`config.mk`:
```
export PLATFORM = sky130hd
export DESIGN_NAME = xfer_seq
export DESIGN_NICKNAME = d
export VERILOG_FILES = /design/src/rtl/xfer_seq_pkg.sv /design/src/rtl/xs_regfile.sv /design/src/rtl/xs_addr_gen.sv /design/src/rtl/xfer_seq.sv
export SDC_FILE = /design/constraint.sdc
export NUM_CORES = 1
export LEC_CHECK = 0
export ABC_AREA = 1
export BUFFER_PORTS_ARGS = -buffer_cell sky130_fd_sc_hd__buf_2
export CAP_MARGIN = 20
export CELL_PAD_IN_SITES_DETAIL_PLACEMENT = 1
export CELL_PAD_IN_SITES_GLOBAL_PLACEMENT = 2
export CORE_UTILIZATION = 36
export CTS_BUF_LIST = sky130_fd_sc_hd__clkbuf_2
export DETAILED_ROUTE_END_ITERATION = 7
export PLACE_DENSITY_LB_ADDON = 0.3
export REMOVE_ABC_BUFFERS = 1
export SYNTH_ARGS = -nofsm -noshare
export SYNTH_HDL_FRONTEND = slang
export SYNTH_SLANG_ARGS = --single-unit
```
`constraint.sdc`:
```
create_clock -name clk_i -period 7.45 [get_ports clk_i]
set_input_delay 1.49 -clock clk_i [delete_from_list [all_inputs] [get_ports clk_i]]
set_output_delay 1.49 -clock clk_i [all_outputs]
set_load 0.02 [all_outputs]
```
`src/rtl/xfer_seq_pkg.sv`:
```
package xfer_seq_pkg;
  localparam int INSTR_W = 32;
  localparam int OPC_W   = 4;
  localparam int RIDX_W  = 4;
  localparam int IMM_W   = 16;

  typedef enum logic [OPC_W-1:0] {
    OP_NOP  = 4'h0,
    OP_LDI  = 4'h2,
    OP_MOV  = 4'h8,
    OP_MOVC = 4'h9
  } opcode_e;

  typedef enum logic [1:0] {
    ST_HALT,
    ST_RUN,
    ST_WAIT
  } state_e;

  typedef struct packed {
    logic [OPC_W-1:0]  opc;
    logic [RIDX_W-1:0] ra;   // destination base
    logic [RIDX_W-1:0] rb;   // source base
    logic [RIDX_W-1:0] rc;   // stride
    logic [IMM_W-1:0]  imm;
  } instr_t;
endpackage

```
`src/rtl/xs_regfile.sv`:
```
module xs_regfile #(
  parameter int NREG  = 16,
  parameter int REG_W = 16,
  parameter int NRD   = 3,
  localparam int IDX_W = $clog2(NREG)
) (
  input  logic                        clk_i,
  input  logic                        rst_ni,
  input  logic                        we_i,
  input  logic [IDX_W-1:0]            waddr_i,
  input  logic [REG_W-1:0]            wdata_i,
  input  logic [NRD-1:0][IDX_W-1:0]   raddr_i,
  output logic [NRD-1:0][REG_W-1:0]   rdata_o
);
  logic [REG_W-1:0] regs_q [NREG];

  always_ff @(posedge clk_i or negedge rst_ni) begin
    if (!rst_ni) begin
      for (int i = 0; i < NREG; i++) regs_q[i] <= '0;
    end else if (we_i && (waddr_i != '0)) begin
      regs_q[waddr_i] <= wdata_i;
    end
  end

  for (genvar p = 0; p < NRD; p++) begin : g_rd
    assign rdata_o[p] = (raddr_i[p] == '0) ? '0 : regs_q[raddr_i[p]];
  end
endmodule

```
`src/rtl/xs_addr_gen.sv`:
```
module xs_addr_gen #(
  parameter int AW = 16
) (
  input  logic [AW-1:0] src_base_i,
  input  logic [AW-1:0] dst_base_i,
  input  logic [AW-1:0] offs_i,
  input  logic [AW-1:0] stride_i,
  output logic [AW-1:0] src_addr_o,
  output logic [AW-1:0] dst_addr_o,
  output logic [AW-1:0] offs_next_o
);
  assign src_addr_o  = src_base_i + offs_i;
  assign dst_addr_o  = dst_base_i + offs_i;
  assign offs_next_o = offs_i + stride_i;
endmodule

```
`src/rtl/xfer_seq.sv`:
```
module xfer_seq
  import xfer_seq_pkg::*;
#(
  parameter int DATA_W = 32,
  parameter int PC_W   = 8,
  parameter int REG_W  = 16
) (
  input  logic              clk_i,
  input  logic              rst_ni,
  input  logic              start_i,
  output logic              busy_o,
  output logic [PC_W-1:0]   pm_addr_o,
  input  logic [INSTR_W-1:0] pm_data_i,
  output logic              ob_rd_o,
  output logic [REG_W-1:0]  ob_addr_o,
  input  logic [DATA_W-1:0] ob_data_i,
  output logic              ib_we_o,
  output logic [REG_W-1:0]  ib_addr_o,
  output logic [DATA_W-1:0] ib_data_o,
  input  logic              ib_ready_i
);
  localparam int NREG = 1 << RIDX_W;

  state_e            state_q, state_d;
  logic [PC_W-1:0]   pc_q, pc_d;
  logic [IMM_W-1:0]  wait_q, wait_d;
  logic [IMM_W-1:0]  iter_q, iter_d;
  logic [REG_W-1:0]  offs_q, offs_d;
  logic              start_q;

  instr_t            ins;
  logic [REG_W-1:0]  imm_sx;
  logic [2:0][RIDX_W-1:0] rf_raddr;
  logic [2:0][REG_W-1:0]  rf_rdata;
  logic              rf_we;
  logic              start_rise;
  logic              is_mov, is_movc, movc_bad, xfer_act, last_iter;
  logic [REG_W-1:0]  offs_sel, offs_next;

  assign ins        = instr_t'(pm_data_i);
  assign imm_sx     = REG_W'($signed(ins.imm));
  assign start_rise = start_i & ~start_q;

  assign is_mov   = (ins.opc == OP_MOV);
  assign is_movc  = (ins.opc == OP_MOVC);
  assign movc_bad = ins.imm[IMM_W-1] || (ins.imm == '0);
  assign xfer_act = (state_q == ST_RUN) && (is_mov || (is_movc && !movc_bad));
  assign last_iter = is_mov || (iter_q == ins.imm - IMM_W'(1));
  assign offs_sel  = is_movc ? offs_q : imm_sx;

  assign rf_raddr = {ins.rc, ins.rb, ins.ra};
  assign rf_we    = (state_q == ST_RUN) && (ins.opc == OP_LDI);

  xs_regfile #(
    .NREG (NREG),
    .REG_W(REG_W),
    .NRD  (3)
  ) i_regfile (
    .clk_i  (clk_i),
    .rst_ni (rst_ni),
    .we_i   (rf_we),
    .waddr_i(ins.ra),
    .wdata_i(imm_sx),
    .raddr_i(rf_raddr),
    .rdata_o(rf_rdata)
  );

  xs_addr_gen #(
    .AW(REG_W)
  ) i_addr_gen (
    .src_base_i (rf_rdata[1]),
    .dst_base_i (rf_rdata[0]),
    .offs_i     (offs_sel),
    .stride_i   (rf_rdata[2]),
    .src_addr_o (ob_addr_o),
    .dst_addr_o (ib_addr_o),
    .offs_next_o(offs_next)
  );

  assign ob_rd_o   = xfer_act;
  assign ib_we_o   = xfer_act;
  assign ib_data_o = ob_data_i;
  assign busy_o    = (state_q != ST_HALT);
  assign pm_addr_o = pc_q;

  always_comb begin
    state_d = state_q;
    pc_d    = pc_q;
    wait_d  = wait_q;
    iter_d  = iter_q;
    offs_d  = offs_q;
    case (state_q)
      ST_RUN: begin
        case (ins.opc)
          OP_NOP: begin
            if (ins.imm == '0) begin
              state_d = ST_HALT;
            end else if (ins.imm == IMM_W'(1)) begin
              pc_d = pc_q + PC_W'(1);
            end else begin
              wait_d  = ins.imm - IMM_W'(1);
              state_d = ST_WAIT;
            end
          end
          OP_LDI: pc_d = pc_q + PC_W'(1);
          OP_MOV, OP_MOVC: begin
            if (is_movc && movc_bad) begin
              state_d = ST_HALT;
            end else if (ib_ready_i) begin
              if (last_iter) begin
                pc_d   = pc_q + PC_W'(1);
                iter_d = '0;
                offs_d = '0;
              end else begin
                iter_d = iter_q + IMM_W'(1);
                offs_d = offs_next;
              end
            end
          end
          default: state_d = ST_HALT;
        endcase
      end
      ST_WAIT: begin
        if (wait_q == IMM_W'(1)) begin
          pc_d    = pc_q + PC_W'(1);
          state_d = ST_RUN;
        end else begin
          wait_d = wait_q - IMM_W'(1);
        end
      end
      default: ;
    endcase
    if (start_rise) begin
      state_d = ST_RUN;
      pc_d    = '0;
      wait_d  = '0;
      iter_d  = '0;
      offs_d  = '0;
    end
  end

  always_ff @(posedge clk_i or negedge rst_ni) begin
    if (!rst_ni) begin
      state_q <= ST_HALT;
      pc_q    <= '0;
      wait_q  <= '0;
      iter_q  <= '0;
      offs_q  <= '0;
      start_q <= 1'b0;
    end else begin
      state_q <= state_d;
      pc_q    <= pc_d;
      wait_q  <= wait_d;
      iter_q  <= iter_d;
      offs_q  <= offs_d;
      start_q <= start_i;
    end
  end
endmodule

```
==> results.json, run 1 <==
{
  "postSynthCellCount": 3180,
  "postSynth.asyncResetShare_pct": 100,
  "r2r-start": "i_regfile.regs_q[102]",
  "sequentialPowerShare_pct": 41.3,
  "dp_hpwl_mm": 74.6,
  "cp.arrival_ps": 5650,
  "grtUsageTotal_pct": 34.4,
  "rows": 90,
  "clk_latency_ps": 1200,
  "drcViolationCount": 0,
  "portBuffers": 78,
  "start_util_pct": 36.4,
  "die_h_um": 249,
  "die_area_um2": 62200,
  "hold_viol_final": 0,
  "p_sw_share_pct": 41.6,
  "required_ps": 5960,
  "pre_cts_ws_ps": 433,
  "die_w_um": 249,
  "cts_sinks": 315,
  "switchingPower_mw": 2.07,
  "vias_per_cell": 6.04,
  "p_int_mw": 2.90,
  "finish.net_count": 3307,
  "cts_buffer_depth": 3,
  "place_congestion": 0.977,
  "wl_per_cell_um": 26.5,
  "grt_max_degree": 122,
  "grt_overflow_total": 0,
  "startpoint_type": "input port",
  "outcome": "complete, no violations",
  "synth_cell_types": 57,
  "post-cts-setup-buffer-count": 0,
  "grt_pass1_vias": 24600,
  "timing.final.crit_share_pct": 95.8,
  "drive_above_1_share_pct": 11.7,
  "clkTransAtPathRegs_ps": 100,
  "cts_resized": 0,
  "rsz0062_at_grt": "no",
  "io_pins": 143,
  "p_leak_nw": 10.8,
  "skew_ps": 84.9,
  "cp-end-kind": "output port",
  "hold_path_class": "input port to asynchronous set/reset pin",
  "worst_slew_pin_slew_ps": 1120,
  "r2r_end": "offs_q[15]",
  "r2r_slack_ps": 3350,
  "cts_tree": "done",
  "max_slew_margin_pct": 25.4,
  "synth_area_um2": 22000,
  "worst_slack_ps": 315,
  "p_per_area_nw_per_um2": 208,
  "pwr-share-comb_pct": 29.7,
  "postRouteAntennaNets": 0,
  "grt_pass1_wl_mm": 162,
  "cts_root_buffer": "clkbuf_2",
  "area_delta_synth_final_pct": 8.53,
  "antenna_found_initial": 5,
  "yosys_warnings": 0,
  "wl_mm": 107,
  "drt_first_iter_violations": 2318,
  "slew_viol_final": 0,
  "cp_max_fo": 13,
  "ys.flop_type": "dfrtp_1",
  "cap_viol_max_count": 0,
  "timing.final.crit_period_ps": 7140,
  "fin_setup_tns_ps": 0,
  "postSynthAreaPerCell_um2": 6.93,
  "numCtsBuffers": 96,
  "seq_area_frac_synth_pct": 35.8,
  "criticalPathCategory": "input port to output port",
  "firstDrtPassIters": 5,
  "setup_viol": 0,
  "hold_ws_ps": 264,
  "synth-edff-count": 0,
  "postCtsHoldBufs": 0,
  "via_count": 24300,
  "fp.coreArea_um2": 60500,
  "clock.fmax_mhz": 140,
  "reg2reg_depth": 17,
  "ir_drop_mv": 0.0976,
  "ys_ff_latch": 315,
  "htree_levels": 3,
  "power_frac_clock_pct": 28.9
}
==> critical path: stages <==
cell	delay (ps)
buf_2	180
inv_1	280
a21oi_1	190
o21ai_0	100
nand3_1	80
o21ai_0	120
a221oi_1	330
buf_4	180
ha_1	170
inv_1	70
fa_1	460
o21ai_0	340
nand2_1	100
nand2_1	70
a21oi_1	160
o21ai_0	330
a21boi_0	170
buf_4	170
o21ai_0	220
xor2_1	210
buf_2	200
==> layout by cell type (no fill, tap or decap), types with 74 or more instances in the layout <==
| cell type | Yosys | final |
|---|---|---|
| clkbuf_2 | 0 | 131 |
| buf_2 | 13 | 74 |
| nor2_1 | 173 | 170 |
| a21oi_1 | 292 | 292 |
| o21ai_0 | 668 | 668 |
| inv_1 | 279 | 277 |
| buf_4 | 35 | 79 |
| nand3_1 | 196 | 195 |
| dfrtp_1 | 315 | 315 |
| nand2_1 | 611 | 608 |
==> worst max-delay path by stage <==
stage                     cells past startpoint            end           from  slack [ps]
after floorplan                              25  ib_addr_o[14]  pm_data_i[25]        -480
after global placement                       21  ob_addr_o[12]  pm_data_i[21]         610
after detailed placement                     21  ob_addr_o[12]  pm_data_i[21]         430
after CTS                                    21  ob_addr_o[12]  pm_data_i[21]         410
after global routing                         21  ob_addr_o[12]  pm_data_i[21]          20
final                                        21  ob_addr_o[12]  pm_data_i[21]         310
==> layer usage <==
metal | GRT usage [%] | share of wire (%)
met1 | 47.3 | 44
met2 | 53.4 | 44
met3 | 5.96 | 7.4
met4 | 14.4 | 4.3
met5 | 0.232 | 0
==> power by group through the flow <==
stage	clock, mW	combinational [mW]	sequential [mW]
5_1_grt	1.56	1.62	2.08
4_1_cts	1.48	1.46	2.05
6_report	1.44	1.48	2.05
2_1_floorplan	0	0.839	2.04
3_5_place_dp	0	1.45	2.08
3_3_place_gp	0	1.42	2.08
==> area by class of cell <==
class / instances / area [µm²]
inverters: 303 / 1140
repair buffers: 163 / 1130
diodes: 3 / 7.51
clock buffers: 131 / 656
clock inverters: 25 / 190
multi-input cells: 2306 / 11900
flip-flops and latches: 315 / 7880
fillers: 7784 / 36600
well taps: 782 / 978
==> through the flow <==
step	cell area, µm²	util [%]	instances	total power [mW]
after floorplan	20900	-	2924	2.88
after global placement	23000	38.0	3865	3.49
after detailed placement	23100	38.1	3869	3.53
after CTS	23900	39.5	4025	4.99
after global routing	23900	39.6	4027	5.26
final	23900	39.6	4028	4.97
==> state kept, by name (all words and copies together), names as in the netlist <==
signal / cells
offs_q: 16
state_q: 2
start_q: 1
wait_q: 16
iter_q: 16
i_regfile.regs_q: 256
pm_addr_o: 8
==> synth_stat cells (7+ instances only) <==
master / n / area share [%]
o21ai_0: 668 / 15
nand2_1: 611 / 10
dfrtp_1: 315 / 36
a21oi_1: 292 / 6.6
inv_1: 279 / 4.8
nand3_1: 196 / 4.5
clkbuf_1: 187 / 3.2
nor2_1: 173 / 2.9
ha_1: 51 / 2.9
xor2_1: 47 / 1.9
o211ai_1: 45 / 1.5
buf_4: 35 / 1.2
o22ai_1: 34 / 0.97
buf_1: 20 / 0.34
xnor2_1: 19 / 0.76
inv_2: 18 / 0.31
a211oi_1: 15 / 0.51
a41oi_1: 15 / 0.60
nand4_1: 15 / 0.43
nor3_1: 14 / 0.32
buf_2: 13 / 0.30
a221oi_1: 9 / 0.36
o21ai_2: 9 / 0.36
nor2_2: 7 / 0.20
==> cell families after synthesis <==
| logic type | count (synthesis) | share of synthesized area [%] |
|---|---|---|
| buffers and inverters | 559 | 10.2 |
| xor gates and xnor gates | 67 | 2.73 |
| AOI/OAI and AO/OA | 1130 | 27.7 |
| and+or+nand+nor | 1054 | 20.4 |
| DFF | 315 | 35.8 |
| adders and majority gates | 54 | 3.17 |
| muxes | 1 | 0.102 |
(Power assumes the default switching activity.)
==> run 2, diff against run 1 <==
CORE_UTILIZATION = 35   (was 36)
CTS_BUF_LIST = default   (was sky130_fd_sc_hd__clkbuf_2)
==> run 2 against run 1 <==
First-iteration DRC count shrank 11%. Sequential power is essentially flat. Clock-buffer cell count shrank 72. Sequential share of layout area fell by 0.77 points. Die area increased by 2.8%. Setup slack worse by 57 ps. Power up 12%. Hold slack better by 120 ps. Global-route usage shrank 1.8 points.
==> results.json, run 2 (synthesis gave the netlist of run 1 again) <==
{
  "outcome": "complete, no violations",
  "final_common_cell": "o21ai_0",
  "max_slew_margin_pct": 34.1,
  "cp.arrival_ps": 5700,
  "via_count": 23600,
  "finish.net_count": 3260,
  "multiInputGateArea_um2": 11900,
  "die_area_um2": 64000,
  "post-cts-setup-buffer-count": 0,
  "skew_ps": 26.3,
  "clkTransAtPathRegs_ps": 60,
  "dp_hpwl_mm": 73.0,
  "antenna_found_initial": 5,
  "cts_buffer_depth": 3,
  "required_ps": 5960,
  "clock.fmax_mhz": 139,
  "drcViolationCount": 0,
  "start_util_pct": 35.6,
  "largest_register_ff_count": 256,
  "setup_viol": 0,
  "pre_cts_ws_ps": 323,
  "ir_drop_mv": 0.170,
  "cp_cell_sequence": "buf_2 > buf_12 > nor2_4 > clkinv_1 > buf_4 > a21oi_1 > o21ai_0 > nand3_1 > nor2_1 > nor3_1 > ha_1 > a21oi_1 > o21ai_0 > nand2_1 > nand2_1 > a21oi_1 > o21ai_0 > a21boi_0 > buf_4 > o21ai_0 > xor2_1 > buf_2",
  "cts_sinks": 315,
  "crit_buf_inv": 6,
  "vias_per_cell": 5.89,
  "top_register": "i_regfile.regs_q",
  "fillers": 7915,
  "timing.final.crit_period_ps": 7190,
  "portBuffers": 78,
  "slew_viol_final": 0,
  "grt_max_degree": 150,
  "max_stage_delay_ps": 460,
  "worst_slack_ps": 258,
  "p_per_area_nw_per_um2": 226,
  "crit_slowest_cell": "nor3_1",
  "place_congestion": 0.963,
  "grt_overflow_total": 0,
  "clk_latency_ps": 590,
  "hold_viol_final": 0,
  "hold_path_class": "flop to flop",
  "drt_first_iter_violations": 2068,
  "cts_root_buffer": "clkbuf_16",
  "regArea_um2": 7880,
  "fp.coreArea_um2": 61900,
  "cp-end-kind": "output port",
  "firstDrtPassIters": 5,
  "p_leak_nw": 10.8,
  "crit_top_cell": "o21ai_0",
  "grt_pass1_wl_mm": 156,
  "numCtsBuffers": 42,
  "cts_tree": "done",
  "postRouteAntennaNets": 0,
  "worst_slew_pin_slew_ps": 984,
  "htree_levels": 2,
  "cp_max_fo": 41,
  "grtUsageTotal_pct": 32.7,
  "area_delta_synth_final_pct": 11.1,
  "die_w_um": 253,
  "postCtsHoldBufs": 0,
  "drive_above_1_share_pct": 9.79,
  "rows": 91,
  "wl_mm": 104,
  "die_h_um": 253,
  "cap_viol_max_count": 0,
  "rsz0062_at_grt": "no",
  "wl_per_cell_um": 25.9,
  "cp_top_family": "compound AO/OA/AOI/OAI gates",
  "hold_ws_ps": 387,
  "startpoint_type": "input port",
  "mostFrequentLayoutCells": "o21ai_0 (668), nand2_1 (609), dfrtp_1 (315)",
  "io_pins": 143,
  "timing.final.crit_share_pct": 96.5,
  "grt_pass1_vias": 23800,
  "criticalPathCategory": "input port to output port"
}
-- run 2: through the flow --
step                      setup TNS [ps]  std cells  instance area [µm²]  utilization, %  total power [mW]
after floorplan                    -1770       2924                20900               -              2.88
after global placement                 0       3931                23200            37.4              3.49
after detailed placement               0       3931                23200            37.4              3.53
after CTS                              0       4005                24500            39.5              5.57
after global routing                   0       4005                24500            39.5              5.81
final                                  0       4006                24500            39.5              5.54
-- run 2: layout make-up --
cell class	count	share of cell area [%]
Multi-Input combinational cell	2306	48.7
Sequential cell	315	32.2
Clock buffer	59	4.97
Timing Repair Buffer	170	4.76
Inverter	303	4.64
Tap cell	837	4.28
Clock inverter	15	0.470
Antenna cell	1	0.0102
-- run 2: power breakdown --
part / internal (mW) / switching [mW] / total, mW / leakage (nW)
combinational: 0.443 / 1.03 / 1.47 / 5.82
sequential: 1.88 / 0.172 / 2.06 / 4.33
clock: 1.17 / 0.843 / 2.01 / 0.656
-- run 2: worst paths after layout --
| check | start | end | slack, ps | cells past startpoint |
|---|---|---|---|---|
| setup reg to reg | i_regfile.regs_q[2] | offs_q[15] | 3570 | 17 |
| min in group asynchronous | rst_ni | i_regfile.regs_q[59] | 870 | 1 |
| hold reg to reg | i_regfile.regs_q[247] | i_regfile.regs_q[247] | 390 | 0 |
| max in group asynchronous | rst_ni | iter_q[3] | 5040 | 2 |
| hold / removal | i_regfile.regs_q[247] | i_regfile.regs_q[247] | 390 | 0 |
| setup / recovery | pm_data_i[21] | ob_addr_o[12] | 260 | 22 |
-- run 2: worst register-to-register path, delay by kind of cell, from the launching register on --
| family | cells | cell delay [ps] |
|---|---|---|
| AOI/OAI and AO/OA | 7 | 1650 |
| and+or+nand+nor | 8 | 1230 |
| DFF | 1 | 400 |
| adders and majority gates | 1 | 400 |
| buffers and inverters | 1 | 80 |
-- run 2: metal layers --
layer / track usage [%] / up-vias / part of all wire (%) / routed length [µm]
met2: 50.2 / 937 / 44 / 45700
met3: 4.65 / 245 / 6.7 / 6990
met1: 45.3 / 11800 / 45 / 46200
met4: 14.6 / 2 / 4.7 / 4870
li1: - / 10600 / - / -
met5: 0.232 / - / 0.0096 / 10
-- run 2: what timing repair did --
item | 4_1_cts | 5_1_grt
endpoints found under the setup margin | 0 | 1
endpoints found under the hold margin | 0 | 0
resized for setup | 0 | 1
